[src/rtl/nvc_pkg.sv]
package nvc_pkg;

    typedef enum logic [1:0] {
        TRI_OUTSIDE   = 2'd0,
        TRI_TWO_OUTER = 2'd1,
        TRI_ONE_OUTER = 2'd2,
        TRI_INNER     = 2'd3
    } tri_kind_e;

    localparam int OUTER_RING = 2;

    // Hexagonal distance of a lattice point from the origin on the g-h axes.
    function automatic int hex_ring(input int g, input int h);
        int ag;
        int ah;
        int as;
        int m;
        ag = (g < 0) ? -g : g;
        ah = (h < 0) ? -h : h;
        as = ((g + h) < 0) ? -(g + h) : (g + h);
        m  = (ag > ah) ? ag : ah;
        return (as > m) ? as : m;
    endfunction

endpackage

[src/rtl/nvc_split.sv]
module nvc_split #(
    parameter int COORD_W = 8,
    parameter int FRAC_W  = 4,
    localparam int VW     = COORD_W - FRAC_W + 1
) (
    input  logic signed [COORD_W-1:0] coord,
    output logic signed [VW-1:0]      flo,
    output logic [FRAC_W-1:0]         frac
);
    // Arithmetic shift gives the floor; one extra bit leaves room for floor+1.
    assign flo  = {coord[COORD_W-1], coord[COORD_W-1:FRAC_W]};
    assign frac = coord[FRAC_W-1:0];
endmodule

[src/rtl/nvc_triangle.sv]
module nvc_triangle #(
    parameter int COORD_W = 8,
    parameter int FRAC_W  = 4,
    localparam int VW     = COORD_W - FRAC_W + 1,
    localparam int DW     = FRAC_W + 1
) (
    input  logic signed [VW-1:0] flo_g,
    input  logic signed [VW-1:0] flo_h,
    input  logic [FRAC_W-1:0]    frac_g,
    input  logic [FRAC_W-1:0]    frac_h,
    output logic signed [VW-1:0] vert_g [3],
    output logic signed [VW-1:0] vert_h [3],
    output logic [DW-1:0]        duty   [3],
    output logic                 upper
);
    localparam logic [DW-1:0]        FULL = {1'b1, {FRAC_W{1'b0}}};
    localparam logic signed [VW-1:0] ONE  = VW'(1);

    logic [DW-1:0]        fa;
    logic [DW-1:0]        fb;
    logic [DW-1:0]        fsum;
    logic signed [VW-1:0] step_g;
    logic signed [VW-1:0] step_h;

    assign fa     = {1'b0, frac_g};
    assign fb     = {1'b0, frac_h};
    assign fsum   = fa + fb;
    assign upper  = fsum[FRAC_W];
    assign step_g = (|frac_g) ? ONE : '0;
    assign step_h = (|frac_h) ? ONE : '0;

    always_comb begin
        vert_g[0] = flo_g + step_g;
        vert_h[0] = flo_h;
        vert_g[1] = flo_g;
        vert_h[1] = flo_h + step_h;
        if (upper) begin
            vert_g[2] = flo_g + ONE;
            vert_h[2] = flo_h + ONE;
            duty[0]   = FULL - fb;
            duty[1]   = FULL - fa;
            duty[2]   = fsum - FULL;
        end else begin
            vert_g[2] = flo_g;
            vert_h[2] = flo_h;
            duty[0]   = fa;
            duty[1]   = fb;
            duty[2]   = FULL - fsum;
        end
    end
endmodule

[src/rtl/nvc_classify.sv]
module nvc_classify #(
    parameter int VW = 5
) (
    input  logic signed [VW-1:0] vert_g [3],
    input  logic signed [VW-1:0] vert_h [3],
    output nvc_pkg::tri_kind_e   kind
);
    import nvc_pkg::*;

    logic [2:0] on_outer;
    logic [2:0] beyond;

    for (genvar i = 0; i < 3; i++) begin : g_ring
        int ring;
        assign ring        = hex_ring(int'(vert_g[i]), int'(vert_h[i]));
        assign on_outer[i] = (ring == OUTER_RING);
        assign beyond[i]   = (ring > OUTER_RING);
    end

    always_comb begin
        if (|beyond)                        kind = TRI_OUTSIDE;
        else if ($countones(on_outer) >= 2) kind = TRI_TWO_OUTER;
        else if (|on_outer)                 kind = TRI_ONE_OUTER;
        else                                kind = TRI_INNER;
    end
endmodule

[src/rtl/nv_duty_calc.sv]
module nv_duty_calc #(
    parameter int COORD_W = 8,
    parameter int FRAC_W  = 4,
    localparam int VW     = COORD_W - FRAC_W + 1,
    localparam int DW     = FRAC_W + 1
) (
    input  logic                      clk,
    input  logic                      rst,
    input  logic                      start,
    input  logic signed [COORD_W-1:0] g_in,
    input  logic signed [COORD_W-1:0] h_in,
    output logic                      done,
    output logic signed [VW-1:0]      v0_g,
    output logic signed [VW-1:0]      v0_h,
    output logic signed [VW-1:0]      v1_g,
    output logic signed [VW-1:0]      v1_h,
    output logic signed [VW-1:0]      v2_g,
    output logic signed [VW-1:0]      v2_h,
    output logic [DW-1:0]             duty0,
    output logic [DW-1:0]             duty1,
    output logic [DW-1:0]             duty2,
    output logic                      upper_tri,
    output logic [1:0]                tri_kind
);
    import nvc_pkg::*;

    localparam logic [DW+1:0] FULL_W = (DW+2)'(1) << FRAC_W;

    logic signed [COORD_W-1:0] axis_in [2];
    logic signed [VW-1:0]      axis_flo [2];
    logic [FRAC_W-1:0]         axis_frac [2];

    assign axis_in[0] = g_in;
    assign axis_in[1] = h_in;

    for (genvar a = 0; a < 2; a++) begin : g_axis
        nvc_split #(.COORD_W(COORD_W), .FRAC_W(FRAC_W)) u_split (
            .coord (axis_in[a]),
            .flo   (axis_flo[a]),
            .frac  (axis_frac[a])
        );
    end

    logic signed [VW-1:0] c_vg [3];
    logic signed [VW-1:0] c_vh [3];
    logic [DW-1:0]        c_duty [3];
    logic                 c_upper;
    tri_kind_e            c_kind;

    nvc_triangle #(.COORD_W(COORD_W), .FRAC_W(FRAC_W)) u_tri (
        .flo_g  (axis_flo[0]),
        .flo_h  (axis_flo[1]),
        .frac_g (axis_frac[0]),
        .frac_h (axis_frac[1]),
        .vert_g (c_vg),
        .vert_h (c_vh),
        .duty   (c_duty),
        .upper  (c_upper)
    );

    nvc_classify #(.VW(VW)) u_cls (
        .vert_g (c_vg),
        .vert_h (c_vh),
        .kind   (c_kind)
    );

    tri_kind_e kind_q;

    always_ff @(posedge clk) begin
        if (rst) begin
            done      <= 1'b0;
            v0_g      <= '0;
            v0_h      <= '0;
            v1_g      <= '0;
            v1_h      <= '0;
            v2_g      <= '0;
            v2_h      <= '0;
            duty0     <= '0;
            duty1     <= '0;
            duty2     <= '0;
            upper_tri <= 1'b0;
            kind_q    <= TRI_OUTSIDE;
        end else begin
            done <= start;
            if (start) begin
                v0_g      <= c_vg[0];
                v0_h      <= c_vh[0];
                v1_g      <= c_vg[1];
                v1_h      <= c_vh[1];
                v2_g      <= c_vg[2];
                v2_h      <= c_vh[2];
                duty0     <= c_duty[0];
                duty1     <= c_duty[1];
                duty2     <= c_duty[2];
                upper_tri <= c_upper;
                kind_q    <= c_kind;
            end
        end
    end

    assign tri_kind = kind_q;

    // Results stay put between captures.
    assert_hold_R2: assert property (@(posedge clk) disable iff (rst)
        !start |=> ($stable(duty0) && $stable(duty1) && $stable(duty2) &&
                    $stable(v2_g) && $stable(v2_h) && $stable(upper_tri)));

    // Duties always make up exactly one sampling period.
    assert_unit_sum_R7: assert property (@(posedge clk) disable iff (rst)
        done |-> (({2'b0, duty0} + {2'b0, duty1} + {2'b0, duty2}) == FULL_W));

    // Lower triangle: apex shares g with vertex 1 and h with vertex 0.
    assert_lower_apex_R4: assert property (@(posedge clk) disable iff (rst)
        (done && !upper_tri) |-> (v2_g == v1_g && v2_h == v0_h));

    // Upper triangle: apex shares g with vertex 0 and h with vertex 1.
    assert_upper_apex_R4: assert property (@(posedge clk) disable iff (rst)
        (done && upper_tri) |-> (v2_g == v0_g && v2_h == v1_h));

    // Upper triangle needs both remainders nonzero, so the side duties are live.
    assert_upper_live_R6: assert property (@(posedge clk) disable iff (rst)
        (done && upper_tri) |-> (duty0 != '0 && duty1 != '0));

    // No duty may exceed full scale.
    assert_no_overflow_R8: assert property (@(posedge clk) disable iff (rst)
        done |-> ({2'b0, duty0} <= FULL_W && {2'b0, duty1} <= FULL_W &&
                  {2'b0, duty2} <= FULL_W));

endmodule

[config.mk]
export PLATFORM = sky130hd
export DESIGN_NAME = nv_duty_calc
export DESIGN_NICKNAME = d
export VERILOG_FILES = /design/src/rtl/nvc_pkg.sv /design/src/rtl/nvc_split.sv /design/src/rtl/nvc_triangle.sv /design/src/rtl/nvc_classify.sv /design/src/rtl/nv_duty_calc.sv
export SDC_FILE = /design/constraint.sdc
export NUM_CORES = 1
export LEC_CHECK = 0
export ABC_AREA = 1
export CAP_MARGIN = 20
export CORE_ASPECT_RATIO = 0.6
export CORE_MARGIN = 2
export CORE_UTILIZATION = 35
export DETAILED_ROUTE_END_ITERATION = 7
export GPL_TIMING_DRIVEN = 1
export SLEW_MARGIN = 20
export SYNTH_ARGS = -nofsm -noshare
export SYNTH_HDL_FRONTEND = slang
export SYNTH_SLANG_ARGS = --single-unit
[constraint.sdc]
create_clock -name clk -period 7.85 [get_ports clk]
set_clock_uncertainty 0.1 [all_clocks]
set_input_delay 1.57 -clock clk [delete_from_list [all_inputs] [get_ports clk]]
set_output_delay 1.57 -clock clk [all_outputs]
set_load 0.005 [all_outputs]
==> results_dict.tcl <==
set metrics [dict create \
    status "finished, final reports clean" \
    die_h_um 116 \
    synth_cell_type_count 52 \
    drv_cap 0 \
    wl_mm 19.4 \
    hold_violations 0 \
    io_pins 68 \
    cp-end-kind "register" \
    netlist_instances 1092 \
    critical_path.reg2reg.endpoint "v1_h[3]" \
    critPathLaunch "g_in[1]" \
    cts_buffer_depth 2 \
    relSlewSlack_pct 33.8 \
    vias_per_cell 4.53 \
    synth-seq-area-share_pct 12.7 \
    clkTransAtPathRegs_ns 0.08 \
    path_class "input port to register" \
    fin_crit_ns 7.28 \
    cts_tree "done" \
    n_antenna_cell 0 \
    cts.sink_count 47 \
    powerDensity_nw_per_um2 129 \
    timing.final.crit_share_pct 92.7 \
    synth.avg_cell_area_um2 6.76 \
    path_common_cell "nand2_1" \
    reg2reg_slack_ns 7.01 \
    endpoint "tri_kind[1]" \
    drt_iter0_markers 390 \
    placed_area_um2 9290 \
    power_leakage_uw 0.00536 \
    firstDrtPassIters 5 \
    track_usage_pct 17.9 \
    drive_above_1_share_pct 7.35 \
    worst-r2r-cell-count 4 \
    drcViolationCount 0 \
    r2r_start "v1_h[3]" \
    worst_setup_path_start_kind "input port" \
    drv_slew 0 \
    first_global_vias 6934 \
    die_area_um2 22300 \
    critPathArrivalTime_ns 7.43 \
    antenna_found_initial 0 \
    core_area_um2 20800 \
    postRouteAntennaNets 0 \
    worst_ir_drop_vdd_mv 0.0910 \
    max_stage_delay_ns 0.51 \
    crit_slowest_cell "clkdlybuf4s50_1" \
    syn_to_final_growth_pct 30.4 \
    cts_buffers 5 \
    min_from "duty1[3]" \
    hpwlAfterDp_mm 16.0 \
    ys_ff_latch 47 \
    fp-row-count 41 \
    worstHoldPathType "register to register" \
    syn_area_um2 7380 \
    cts-root-buf "clkbuf_16" \
    finalInstanceArea_um2 9630 \
    fmax_mhz 137 \
    io_buffer_count 67 \
    ys_warn_count 0 \
    required_ns 8.00 \
    crit_fanout 6 \
    setup_viol 0 \
    vias 7550 \
    fin_util_pct 46.2 \
    gr-total-overflow 0 \
    clkLatencyLatePin_ns 0.31 \
    cts_hold_buffers 0 \
    gp_congestion 0.848 \
    avgRoutedWirePerCell_um 11.6 \
    final_nets 1577 \
    rsz0062_at_grt "false" \
    tightest_slew_ns 0.992 \
    htreeDepth 2 \
    grt_pass1_wl_mm 32.5 \
    initial_utilization_pct 35.4 \
    setup_tns_ns 0 \
    grt_start_max_net_pins 71 \
    die_w_um 191 \
]
timing repair:
| item | in CTS | in global routing |
|---|---|---|
| buffers inserted | 0 | 6 |
| endpoints found under the setup margin | 0 | 2 |
| resized for setup | 0 | 31 |
power breakdown:
part           leakage [uW]  internal, uW  switching [uW]
logic               0.00488           292             415
clock network     0.0000875           161             108
registers          0.000390           256            11.5
total               0.00536           709             534
stage by stage:
step / worst slack, ns / cells / hold slack (ns) / power (uW)
6_report: 0.572 / 1667 / 0.379 / 1240
5_1_grt: 0.0496 / 1667 / 0.410 / 1370
4_1_cts: 0.276 / 1660 / 0.379 / 1190
3_5_place_dp: -0.0334 / 1652 / 0.367 / 918
3_3_place_gp: 0.0246 / 1652 / 0.355 / 911
2_1_floorplan: 1.06 / 1300 / 0.362 / 752
sequential cells by signal, indices dropped and copies added, names as in the netlist:
register   count
tri_kind       2
done           1
v0_h           4
v2_h           5
duty0          5
v1_h           5
v1_g           4
v0_g           5
v2_g           5
duty1          5
upper_tri      1
duty2          5
Yosys cell counts (all sizes together):
cell type | instances | area, um^2
a2111oi | 1 | 8.76
a211oi | 2 | 15.0
a21boi | 2 | 15.0
a21o | 4 | 30.0
a21oi | 96 | 492
a221oi | 5 | 43.8
a31oi | 8 | 50.1
and3 | 1 | 6.26
buf | 6 | 40.0
clkbuf | 16 | 60.1
clkinv | 1 | 3.75
conb | 2 | 7.51
dfxtp | 47 | 941
fa | 4 | 80.1
ha | 167 | 2090
inv | 155 | 582
nand2 | 224 | 871
nand3 | 73 | 385
nand3b | 2 | 15.0
nand4 | 24 | 156
nor2 | 72 | 273
nor3 | 18 | 105
nor3b | 2 | 15.0
nor4 | 6 | 37.5
o2111ai | 1 | 8.76
o211ai | 13 | 97.6
o21a | 3 | 22.5
o21ai | 81 | 424
o21bai | 3 | 22.5
o221ai | 1 | 8.76
o311ai | 1 | 8.76
o31ai | 5 | 37.5
or2 | 11 | 68.8
xnor2 | 10 | 95.1
xor2 | 25 | 264
layout make-up:
cell class              instances  area, um^2
clock buffers                   6         139
multi-input cells            1076        6650
repair buffers                101         928
fillers                      2238       11200
flip-flops and latches         47         941
inverters                     156         586
well taps                     279         349
clock inverters                 2        38.8
cells by family after synthesis:
group	share of synthesized area, %
AO/OA/AOI/OAI	17.4
XOR/XNOR	4.87
adder cells (fa/ha/maj)	29.4
buffers and inverters	9.29
flip-flops	12.7
other	0.102
AND/OR/NAND/NOR	26.2
placed cells by master, fill, tap and decap left out, types with 34 or more instances in the layout:
| cell type | synthesis | routed |
|---|---|---|
| conb_1 | 2 | 210 |
| dfxtp_1 | 47 | 47 |
| inv_1 | 148 | 147 |
| ha_1 | 167 | 163 |
| o21ai_0 | 73 | 66 |
| nor2_1 | 71 | 68 |
| a21oi_1 | 95 | 94 |
| nand3_1 | 69 | 68 |
| clkdlybuf4s50_1 | 0 | 63 |
| nand2_1 | 216 | 214 |
| buf_4 | 4 | 34 |
worst max-delay path, delay by kind of cell:
family | cells | cell delay [ns]
AO/OA/AOI/OAI | 5 | 0.63
XOR/XNOR | 2 | 0.34
adder cells (fa/ha/maj) | 4 | 1.26
buffers and inverters | 7 | 1.02
AND/OR/NAND/NOR | 25 | 2.63
metal layers:
layer  routed length (um)  GRT usage, %
met5                    0             0
met4                  128          2.67
met3                 1010          3.46
met2                 7380          26.2
met1                10800          27.4
worst min-delay path by stage:
stage,end,slack [ns],depth (start not counted)
floorplan,duty0[4],0.36,2
global placement,duty0[4],0.35,2
detailed placement,v0_g[3],0.37,2
CTS,duty0[4],0.38,2
global route,duty1[3],0.41,2
finish,duty1[3],0.38,2
No activity file was read; power rests on OpenSTA's default activity.
